===== config.mk =====
export PLATFORM = sky130hd
export DESIGN_NAME = ebus_wait_ctrl
export DESIGN_NICKNAME = d
export VERILOG_FILES = /design/src/rtl/wsc_pkg.sv /design/src/rtl/wsc_cfg_regs.sv /design/src/rtl/wsc_len_calc.sv /design/src/rtl/wsc_seq.sv /design/src/rtl/wsc_pins.sv /design/src/rtl/ebus_wait_ctrl.sv
export SDC_FILE = /design/constraint.sdc
export NUM_CORES = 1
export LEC_CHECK = 0
export CORE_ASPECT_RATIO = 1.2
export CORE_UTILIZATION = 25
export DETAILED_ROUTE_END_ITERATION = 10
export DONT_BUFFER_PORTS = 1
export HOLD_SLACK_MARGIN = 0.03
export SLEW_MARGIN = 10
export SYNTH_ARGS = -nofsm -noshare
export SYNTH_HDL_FRONTEND = slang
export SYNTH_SLANG_ARGS = --single-unit

===== constraint.sdc =====
create_clock -name clk -period 5.29 [get_ports clk]
set_input_delay 0.529 -clock clk [delete_from_list [all_inputs] [get_ports clk]]
set_output_delay 0.529 -clock clk [all_outputs]
set_load 0.005 [all_outputs]

===== src/rtl/wsc_pkg.sv =====
package wsc_pkg;
  localparam int unsigned FIELD_W = 2;
  localparam int unsigned LEN_W   = 3;

  typedef enum logic [FIELD_W-1:0] {
    EXP_ONE   = 2'b00,
    EXP_TWO   = 2'b01,
    EXP_THREE = 2'b10,
    EXP_BAD   = 2'b11
  } exp_code_e;

  // Busy clocks for a waited region: one base clock plus the wait count.
  // The illegal code is clamped to the longest legal length.
  function automatic logic [LEN_W-1:0] code_to_len(input logic [FIELD_W-1:0] c);
    case (exp_code_e'(c))
      EXP_ONE:   code_to_len = LEN_W'(2);
      EXP_TWO:   code_to_len = LEN_W'(3);
      default:   code_to_len = LEN_W'(4);
    endcase
  endfunction
endpackage


===== src/rtl/wsc_cfg_regs.sv =====
module wsc_cfg_regs
  import wsc_pkg::*;
#(
  parameter int N_AREA = 4,
  localparam int XW = FIELD_W * N_AREA
) (
  input  logic              clk,
  input  logic              rst_n,
  input  logic              xw_we,
  input  logic [XW-1:0]     xw_data,
  input  logic              we_we,
  input  logic [N_AREA-1:0] we_data,
  output logic [XW-1:0]     xreg,
  output logic [N_AREA-1:0] wen,
  output logic              order_err,
  output logic              illegal
);
  logic [XW-1:0]     xreg_q, xreg_d;
  logic [N_AREA-1:0] wen_q, wen_d;
  logic [N_AREA-1:0] x_block, w_block, bad;
  logic              err_q;

  for (genvar g = 0; g < N_AREA; g++) begin : g_area
    logic [FIELD_W-1:0] cur, nxt;
    assign cur = xreg_q[FIELD_W*g +: FIELD_W];
    assign nxt = xw_data[FIELD_W*g +: FIELD_W];
    // Changing the wait count of a region that runs without waits is refused.
    assign x_block[g] = xw_we && wen_q[g] && (nxt != cur);
    assign xreg_d[FIELD_W*g +: FIELD_W] = (xw_we && !x_block[g]) ? nxt : cur;
    // Switching to no-wait needs the count back at 00 first.
    assign w_block[g] = we_we && we_data[g] && !wen_q[g] && (cur != EXP_ONE);
    assign wen_d[g]   = (we_we && !w_block[g]) ? we_data[g] : wen_q[g];
    assign bad[g]     = (cur == EXP_BAD);
  end

  always_ff @(posedge clk or negedge rst_n) begin
    if (!rst_n) begin
      xreg_q <= '0;
      wen_q  <= '0;
      err_q  <= 1'b0;
    end else begin
      xreg_q <= xreg_d;
      wen_q  <= wen_d;
      if (|x_block || |w_block) err_q <= 1'b1;
    end
  end

  assign xreg      = xreg_q;
  assign wen       = wen_q;
  assign order_err = err_q;
  assign illegal   = |bad;
endmodule


===== src/rtl/wsc_len_calc.sv =====
module wsc_len_calc
  import wsc_pkg::*;
#(
  parameter int N_AREA = 4,
  localparam int XW = FIELD_W * N_AREA,
  localparam int AREA_W = $clog2(N_AREA + 2)
) (
  input  logic [AREA_W-1:0] area,
  input  logic [XW-1:0]     xreg,
  input  logic [N_AREA-1:0] wen,
  input  logic              sfr_3clk,
  output logic [LEN_W-1:0]  len,
  output logic              use_rdy,
  output logic              is_int
);
  always_comb begin
    len     = LEN_W'(1);
    use_rdy = 1'b0;
    is_int  = 1'b1;
    if (area == AREA_W'(N_AREA)) begin
      is_int = 1'b0;
      len    = sfr_3clk ? LEN_W'(3) : LEN_W'(2);
    end
    for (int i = 0; i < N_AREA; i++) begin
      if (area == AREA_W'(i)) begin
        is_int = 1'b0;
        if (!wen[i]) begin
          len     = code_to_len(xreg[FIELD_W*i +: FIELD_W]);
          use_rdy = 1'b1;
        end else begin
          len = LEN_W'(1);
        end
      end
    end
  end
endmodule


===== src/rtl/wsc_seq.sv =====
module wsc_seq
  import wsc_pkg::*;
#(
  parameter int AREA_W = 3,
  parameter int DW = 16
) (
  input  logic              clk,
  input  logic              rst_n,
  input  logic              req_valid,
  output logic              req_ready,
  input  logic [AREA_W-1:0] req_area,
  input  logic              req_write,
  input  logic [DW-1:0]     req_wdata,
  input  logic [LEN_W-1:0]  len,
  input  logic              use_rdy,
  input  logic              is_int,
  input  logic              bus_rdy,
  input  logic [DW-1:0]     bus_din,
  output logic              accept,
  output logic              cyc_active,
  output logic              cyc_first,
  output logic [AREA_W-1:0] cyc_area,
  output logic              cyc_write,
  output logic              cyc_int,
  output logic [DW-1:0]     cyc_wdata,
  output logic              rsp_valid,
  output logic [DW-1:0]     rsp_rdata
);
  logic             act_q, first_q, rdy_q, wr_q, int_q, rsp_q;
  logic [LEN_W-1:0] cnt_q;
  logic [AREA_W-1:0] area_q;
  logic [DW-1:0]    wd_q, rd_q;
  logic             last;

  assign req_ready = !act_q;
  assign accept    = req_valid && !act_q;
  // The cycle closes when the count is spent and ready (if honoured) is high.
  assign last      = act_q && (cnt_q == '0) && (!rdy_q || bus_rdy);

  always_ff @(posedge clk or negedge rst_n) begin
    if (!rst_n) begin
      act_q   <= 1'b0;
      first_q <= 1'b0;
      rdy_q   <= 1'b0;
      wr_q    <= 1'b0;
      int_q   <= 1'b0;
      rsp_q   <= 1'b0;
      cnt_q   <= '0;
      area_q  <= '0;
      wd_q    <= '0;
      rd_q    <= '0;
    end else begin
      rsp_q <= 1'b0;
      if (accept) begin
        act_q   <= 1'b1;
        first_q <= 1'b1;
        cnt_q   <= len - LEN_W'(1);
        rdy_q   <= use_rdy;
        wr_q    <= req_write;
        int_q   <= is_int;
        area_q  <= req_area;
        wd_q    <= req_wdata;
      end else if (act_q) begin
        first_q <= 1'b0;
        if (cnt_q != '0) begin
          cnt_q <= cnt_q - LEN_W'(1);
        end else if (last) begin
          act_q <= 1'b0;
          rsp_q <= 1'b1;
          rd_q  <= (!wr_q && !int_q) ? bus_din : '0;
        end
      end
    end
  end

  assign cyc_active = act_q;
  assign cyc_first  = first_q;
  assign cyc_area   = area_q;
  assign cyc_write  = wr_q;
  assign cyc_int    = int_q;
  assign cyc_wdata  = wd_q;
  assign rsp_valid  = rsp_q;
  assign rsp_rdata  = rd_q;
endmodule


===== src/rtl/wsc_pins.sv =====
module wsc_pins #(
  parameter int N_AREA = 4,
  parameter int AW = 20,
  parameter int DW = 16,
  localparam int AREA_W = $clog2(N_AREA + 2)
) (
  input  logic              clk,
  input  logic              rst_n,
  input  logic              accept,
  input  logic              req_is_int,
  input  logic [AW-1:0]     req_addr,
  input  logic              req_bhe_n,
  input  logic              cyc_active,
  input  logic              cyc_first,
  input  logic [AREA_W-1:0] cyc_area,
  input  logic              cyc_write,
  input  logic              cyc_int,
  input  logic [DW-1:0]     cyc_wdata,
  output logic [AW-1:0]     bus_addr,
  output logic              bus_bhe_n,
  output logic              bus_rd_n,
  output logic              bus_wr_n,
  output logic [N_AREA-1:0] bus_cs_n,
  output logic              bus_ale,
  output logic [DW-1:0]     bus_dout,
  output logic              bus_doe
);
  logic [AW-1:0] addr_q;
  logic          bhe_q;
  logic          ext;

  // Address and byte-high enable are only replaced by external-side accesses.
  always_ff @(posedge clk or negedge rst_n) begin
    if (!rst_n) begin
      addr_q <= '0;
      bhe_q  <= 1'b1;
    end else if (accept && !req_is_int) begin
      addr_q <= req_addr;
      bhe_q  <= req_bhe_n;
    end
  end

  assign ext       = cyc_active && !cyc_int;
  assign bus_addr  = addr_q;
  assign bus_bhe_n = bhe_q;
  assign bus_rd_n  = !(ext && !cyc_write);
  assign bus_wr_n  = !(ext && cyc_write);
  assign bus_ale   = ext && cyc_first;
  assign bus_doe   = ext && cyc_write;
  assign bus_dout  = cyc_wdata;

  for (genvar g = 0; g < N_AREA; g++) begin : g_cs
    assign bus_cs_n[g] = !(ext && (cyc_area == AREA_W'(g)));
  end
endmodule


===== src/rtl/ebus_wait_ctrl.sv =====
module ebus_wait_ctrl
  import wsc_pkg::*;
#(
  parameter int N_AREA = 4,
  parameter int AW = 20,
  parameter int DW = 16,
  localparam int XW = FIELD_W * N_AREA,
  localparam int AREA_W = $clog2(N_AREA + 2)
) (
  input  logic              clk,
  input  logic              rst_n,
  input  logic              xw_we,
  input  logic [XW-1:0]     xw_data,
  input  logic              we_we,
  input  logic [N_AREA-1:0] we_data,
  input  logic              sfr_3clk,
  output logic [XW-1:0]     cfg_xreg,
  output logic [N_AREA-1:0] cfg_wen,
  output logic              cfg_order_err,
  output logic              cfg_illegal,
  input  logic              req_valid,
  output logic              req_ready,
  input  logic [AREA_W-1:0] req_area,
  input  logic              req_write,
  input  logic [AW-1:0]     req_addr,
  input  logic              req_bhe_n,
  input  logic [DW-1:0]     req_wdata,
  output logic              rsp_valid,
  output logic [DW-1:0]     rsp_rdata,
  output logic [AW-1:0]     bus_addr,
  output logic              bus_bhe_n,
  output logic              bus_rd_n,
  output logic              bus_wr_n,
  output logic [N_AREA-1:0] bus_cs_n,
  output logic              bus_ale,
  output logic [DW-1:0]     bus_dout,
  output logic              bus_doe,
  input  logic [DW-1:0]     bus_din,
  input  logic              bus_rdy
);
  logic [LEN_W-1:0]  len;
  logic              use_rdy, is_int, accept;
  logic              cyc_active, cyc_first, cyc_write, cyc_int;
  logic [AREA_W-1:0] cyc_area;
  logic [DW-1:0]     cyc_wdata;

  wsc_cfg_regs #(.N_AREA(N_AREA)) u_cfg (
    .clk, .rst_n, .xw_we, .xw_data, .we_we, .we_data,
    .xreg(cfg_xreg), .wen(cfg_wen), .order_err(cfg_order_err), .illegal(cfg_illegal)
  );

  wsc_len_calc #(.N_AREA(N_AREA)) u_len (
    .area(req_area), .xreg(cfg_xreg), .wen(cfg_wen), .sfr_3clk,
    .len, .use_rdy, .is_int
  );

  wsc_seq #(.AREA_W(AREA_W), .DW(DW)) u_seq (
    .clk, .rst_n, .req_valid, .req_ready, .req_area, .req_write, .req_wdata,
    .len, .use_rdy, .is_int, .bus_rdy, .bus_din, .accept,
    .cyc_active, .cyc_first, .cyc_area, .cyc_write, .cyc_int, .cyc_wdata,
    .rsp_valid, .rsp_rdata
  );

  wsc_pins #(.N_AREA(N_AREA), .AW(AW), .DW(DW)) u_pins (
    .clk, .rst_n, .accept, .req_is_int(is_int), .req_addr, .req_bhe_n,
    .cyc_active, .cyc_first, .cyc_area, .cyc_write, .cyc_int, .cyc_wdata,
    .bus_addr, .bus_bhe_n, .bus_rd_n, .bus_wr_n, .bus_cs_n, .bus_ale,
    .bus_dout, .bus_doe
  );
endmodule


==> flow_summary.toml, run 1 <==
[setup_path]
path_buf_inv = 1
crit_type = "reg2reg"
cp-end-kind = "register"
cp_max_fo = 26
crit_chain = "inv_2 -> nand2_1 -> a211oi_1 -> a21oi_1 -> ha_1 -> a211o_1 -> o221ai_1"
r2r_slack_ns = 2.93
critPathMaxStageDelay_ns = 0.54
arrival_ns = 2.62
required_ns = 5.55
cp-start-kind = "register"
path_delay_family = "compound AO/OA/AOI/OAI gates"
cp_slowest_cell = "nand2_1"

[synth]
avgSynthCellArea_um2 = 9.838
synth_top_cell_by_area = "dfrtp_1"
synth-edff-count = 0
synth_area_leaders = "dfrtp_1 56%, nand2_1 11%, mux2_1 8.2%"
ys_types = 43
syn-num-nets = 428
yosysTopAreaCellShare_pct = 55.80
yosysSeqAreaShare_pct = 56.56
syn_inst = 351
synth_seq_cells = 78
async_reset_ff_share_pct = 100.0
synth_area_um2 = 3453
synth_ff_type = "dfrtp_1"
synth_warnings = 0

[clock_tree]
path_clk_slew_ns = 0.06
cts.repair.resized = 0
ctsHtreeMaxLevel = 3
cts_made_buffers = 9
cts_tree = "done"
clock_sinks = 78
clk_latency_ns = 0.34
root_buffer = "clkbuf_16"
cts_max_path_buffers = 2

[floorplan]
ios = 153
initial_core_util_pct = 25.86
fp-row-count = 46
coreArea_um2 = 13350
die_h_um = 130.7
fp.dieW_um = 109.3
dieArea_um2 = 14290

[cells_and_area]
nets = 427
layout-drive-gt1-share_pct = 7.606
final_common_cell = "nand2_1"
fin_util_pct = 29.59
mostFrequentLayoutCells = "105 x nand2_1, 77 x dfrtp_1, 25 x mux2_1"
area_delta_synth_final_pct = 14.42
postLayoutCellArea_um2 = 3951

[drt]
via_count = 2520
wl_um = 8641
drt_first_pass_iters = 4
drt_iter0_drc = 105
wl_per_cell_um = 16.49
ant_nets = 0
post-route-drc-count = 0
viasPerCell = 4.809

[place]
dp_hpwl_um = 6271
dp_slack_ns = 2.904
placed_cell_area_um2 = 3607
portBuffers = 0
place_congestion = 0.7640

[worst_hold_path]
worstHoldPathType = "in2async"

[global_route]
antenna_found_initial = 1
grt_max_degree = 79
track_usage_pct = 12.40
grt_pass1_wl_um = 12870
grt_pass1_vias = 2515
grt.overflow.total = 0

[timing]
fin_ws_ns = 2.928
relSlewSlack_pct = 26.48
drv_slew = 0
hold_violations = 0
setup_viol = 0
finalCritPeriodShare_pct = 44.66
clock_skew_ns = 0.005741
grt_setup_unrepaired = "no"
tns_ns = 0
max_freq_ghz = 0.4233
min_period_ns = 2.362
tightest_slew_ns = 1.099

[status]
status = "completed"

[pwr]
p_per_area_nw_per_um2 = 582.2
leakage_nw = 1.779
max-vdd-ir-drop_mv = 0.1757

[flow_run]
drv_cap = 0
[flip-flops by register name, summed over array words and instances (netlist names)]
signal,cells
u_pins.bus_addr,20
u_seq.cyc_wdata,16
u_seq.rsp_rdata,16
u_cfg.xreg,8
u_cfg.wen,4
u_seq.cnt_q,3
u_seq.cyc_area,3
u_cfg.order_err,1
u_pins.bus_bhe_n,1
u_seq.cyc_active,1
u_seq.cyc_first,1
u_seq.cyc_int,1
u_seq.cyc_write,1
u_seq.rdy_q,1
u_seq.rsp_valid,1
[worst paths after layout]
| check | from | end | cells after the start |
|---|---|---|---|
| min in group clk | we_we | u_cfg.wen[1]$_DFFE_PN0P_ | 1 |
| worst min-delay path | rst_n | u_pins.bus_addr[15]$_DFFE_PN0P_ | 1 |
| worst max register to register | u_seq.cyc_active$_DFF_PN0_ | u_seq.cnt_q[2]$_DFFE_PN0P_ | 7 |
| worst min register to register | u_seq.rdy_q$_DFFE_PN0P_ | u_seq.rdy_q$_DFFE_PN0P_ | 2 |
| max in group asynchronous | rst_n | u_pins.bus_bhe_n$_DFFE_PN1P_ | 1 |
| worst max-delay path | u_seq.cyc_active$_DFF_PN0_ | u_seq.cnt_q[2]$_DFFE_PN0P_ | 7 |
[routing by layer]
layer / up-vias / part of all wire (%) / GRT usage [%]
met2: 124 / 49 / 21.38
met3: 15 / 8.6 / 4.266
met4: 0 / 2.5 / 7.137
met5: - / 0 / 0
li1: 1183 / - / -
met1: 1198 / 40 / 13.12
[timing repair]
item | 4_1_cts | 5_1_grt
hold buffers | 1 | 0
hold endpoints to repair | 78 | 0
setup buffers | 0 | 0
[stage by stage]
stage	hold slack (ns)	power, mW	std cells
3_3_place_gp	0.2349	1.638	505
3_5_place_dp	0.2350	1.679	505
2_1_floorplan	0.2334	1.498	351
5_1_grt	0.1011	2.487	523
4_1_cts	0.08644	2.339	522
6_report	0.08057	2.300	524
[synthesized netlist by cell type (all sizes together), types with 2 or more instances]
cell type / count
a21oi: 10
a22oi: 3
a31oi: 2
buf: 6
clkbuf: 9
dfrtp: 77
inv: 15
mux2: 25
nand2: 105
nand2b: 4
nor2: 19
nor2b: 6
nor3: 5
nor4b: 2
o21a: 2
o21ai: 31
xor2: 8
[layout make-up]
| class | instances | area [um^2] |
|---|---|---|
| inverters | 15 | 56.30 |
| clock buffers | 9 | 225.2 |
| well taps | 168 | 210.2 |
| repair buffers | 3 | 50.05 |
| clock inverters | 7 | 73.82 |
| multi-input cells | 243 | 1380 |
| diodes | 1 | 2.502 |
| fillers | 1403 | 9402 |
| flip-flops and latches | 78 | 1953 |
[where the power goes]
part	total, mW	leakage, nW	internal [mW]	switching (mW)
clock network	0.628	0.146	0.367	0.261
logic	0.559	0.667	0.238	0.320
registers	1.11	0.966	0.856	0.257
total	2.30	1.78	1.46	0.839
[cell families (layout without fill, tap and decap cells)]
kind of cell / Yosys count / count (layout) / synth area share (%)
AOI/OAI and AO/OA: 57 / 57 / 9.674
xor gates and xnor gates: 8 / 8 / 2.029
adders and majority gates: 1 / 1 / 0.3623
buffers and inverters: 30 / 34 / 3.478
DFF: 78 / 78 / 56.56
muxes: 27 / 27 / 9.094
other: 0 / 1 / 0
and+or+nand+nor: 150 / 150 / 18.80
(Power assumes the default switching activity.)
==> inputs of run 2 (changes only) <==
==> constraint.sdc (replaced) <==
create_clock -name clk -period 2.4 [get_ports clk]
set_input_delay 0.24 -clock clk [delete_from_list [all_inputs] [get_ports clk]]
set_output_delay 0.24 -clock clk [all_outputs]
set_load 0.005 [all_outputs]
==> flow_summary.toml, run 2 (synthesized netlist as in run 1, its figures left out) <==
[drt]
wl_um = 9537
drt_iter0_drc = 117
drt_first_pass_iters = 4
wl_per_cell_um = 15.95
viasPerCell = 4.602
via_count = 2752
post-route-drc-count = 0
ant_nets = 0

[timing]
max_freq_ghz = 0.5266
setup_viol = 0
finalCritPeriodShare_pct = 79.13
drv_slew = 0
min_period_ns = 1.899
tns_ns = 0
hold_violations = 0
grt_setup_unrepaired = "no"
clock_skew_ns = 0.006132
relSlewSlack_pct = 67.57
timing.hold.ws_ns = 0.04668
tightest_slew_ns = 0.4864

[cells_and_area]
nets = 502
num_antenna_cells = 0
area_delta_synth_final_pct = 35.51
largest_register_ffs = 20
layout-drive-gt1-share_pct = 7.442
mostFrequentLayoutCells = "105 x nand2_1, 77 x dfrtp_1, 69 x dlygate4sd3_1"
final_common_cell = "nand2_1"

[place]
portBuffers = 0
place_congestion = 0.7666
dp_hpwl_um = 6311

[clock_tree]
root_buffer = "clkbuf_16"
path_clk_slew_ns = 0.06
cts_setup_buffers = 0
cts_made_buffers = 9
ctsHtreeMaxLevel = 3
clk_latency_ns = 0.34
cts_max_path_buffers = 2
clock_sinks = 78
cts_tree = "done"

[pwr]
p_per_area_nw_per_um2 = 1113
leakage_nw = 2.089
max-vdd-ir-drop_mv = 0.4886

[floorplan]
initial_core_util_pct = 25.86
dieArea_um2 = 14290
coreArea_um2 = 13350
die_h_um = 130.7
fp.dieW_um = 109.3
fp-row-count = 46
ios = 153

[setup_path]
cp-end-kind = "register"
critPathMaxStageDelay_ns = 0.46
cp_slowest_cell = "dfrtp_1"
crit_chain = "nor4b_2 -> a22oi_1 -> a211oi_1 -> a21oi_1 -> ha_1 -> a211o_1 -> o221ai_1"
cp_max_fo = 7
crit_type = "reg2reg"
arrival_ns = 2.15
required_ns = 2.65
cp-start-kind = "register"

[global_route]
grt.overflow.total = 0
grt_pass1_wl_um = 14200
grt_pass1_vias = 2817
antenna_found_initial = 0
grt_max_degree = 79
track_usage_pct = 13.50

[worst_hold_path]
worstHoldPathType = "in2reg"

[status]
status = "completed"

[flow_run]
drv_cap = 0
-- run 2: cell types whose count changed in the layout (fill, tap and decap cells not counted), sizes merged --
cell,before,now
dlygate4sd3,0,69
buf,3,9
clkbuf,9,11
clkinv,4,2
clkinvlp,1,2
diode,1,0
inv,16,15
-- run 2: per-layer routing --
metal | up-vias | wire (um) | global-route usage (%)
met2 | 118 | 4895 | 24.23
met1 | 1310 | 3732 | 14.41
met4 | 0 | 165 | 6.118
met5 | - | 0 | 0
met3 | 11 | 743 | 4.216
li1 | 1313 | - | -
-- run 2: stage by stage --
stage | power [mW] | cells | util, % | cell area, um^2 | setup WS [ns]
global route | 5.612 | 598 | 35.05 | 4679 | 0.3519
floorplan | 3.302 | 351 | - | 3453 | 0.6509
detailed placement | 3.747 | 512 | 27.41 | 3660 | 0.5032
CTS | 5.291 | 598 | 35.05 | 4679 | 0.4863
finish | 5.208 | 598 | 35.05 | 4679 | 0.5010
global placement | 3.669 | 512 | 27.41 | 3660 | 0.5595
-- run 2: worst max-delay path, delay by kind of cell (launching register included) --
kind	cells	cell delay [ns]
adder cells (fa/ha/maj)	1	0.21
AND/OR/NAND/NOR	1	0.35
flip-flops	1	0.46
AO/OA/AOI/OAI	5	0.80
-- run 2: cell type report --
| cell class | instances | area (um^2) |
|---|---|---|
| fillers | 1344 | 8673 |
| flip-flops and latches | 78 | 1953 |
| multi-input cells | 243 | 1380 |
| repair buffers | 78 | 778.2 |
| clock buffers | 11 | 242.7 |
| well taps | 168 | 210.2 |
| clock inverters | 5 | 58.81 |
| inverters | 15 | 56.30 |
-- run 2: timing repair --
item	CTS	global route
setup endpoints to repair	0	0
resized for setup	0	0
endpoints found under the hold margin	149	0
hold buffers	70	0
-- run 2: report_power, final --
group / total, mW / switching, mW / internal (mW)
registers: 2.44 / 0.556 / 1.89
logic: 1.38 / 0.753 / 0.627
clock network: 1.38 / 0.550 / 0.834
total: 5.21 / 1.86 / 3.35
-- run 2: path summary, 6_finish.rpt --
kind / depth (start not counted) / to / slack (ns) / startpoint
min reg2reg: 2 / u_seq.rdy_q$_DFFE_PN0P_ / 0.48 / u_seq.rdy_q$_DFFE_PN0P_
min: 1 / u_cfg.xreg[2]$_DFFE_PN0P_ / 0.05 / xw_data[2]
max reg2reg: 7 / u_seq.cnt_q[2]$_DFFE_PN0P_ / 0.50 / u_cfg.wen[1]$_DFFE_PN0P_
min in group asynchronous: 2 / u_pins.bus_addr[16]$_DFFE_PN0P_ / 0.46 / rst_n
max in group asynchronous: 2 / u_pins.bus_bhe_n$_DFFE_PN1P_ / 1.56 / rst_n
max: 7 / u_seq.cnt_q[2]$_DFFE_PN0P_ / 0.50 / u_cfg.wen[1]$_DFFE_PN0P_
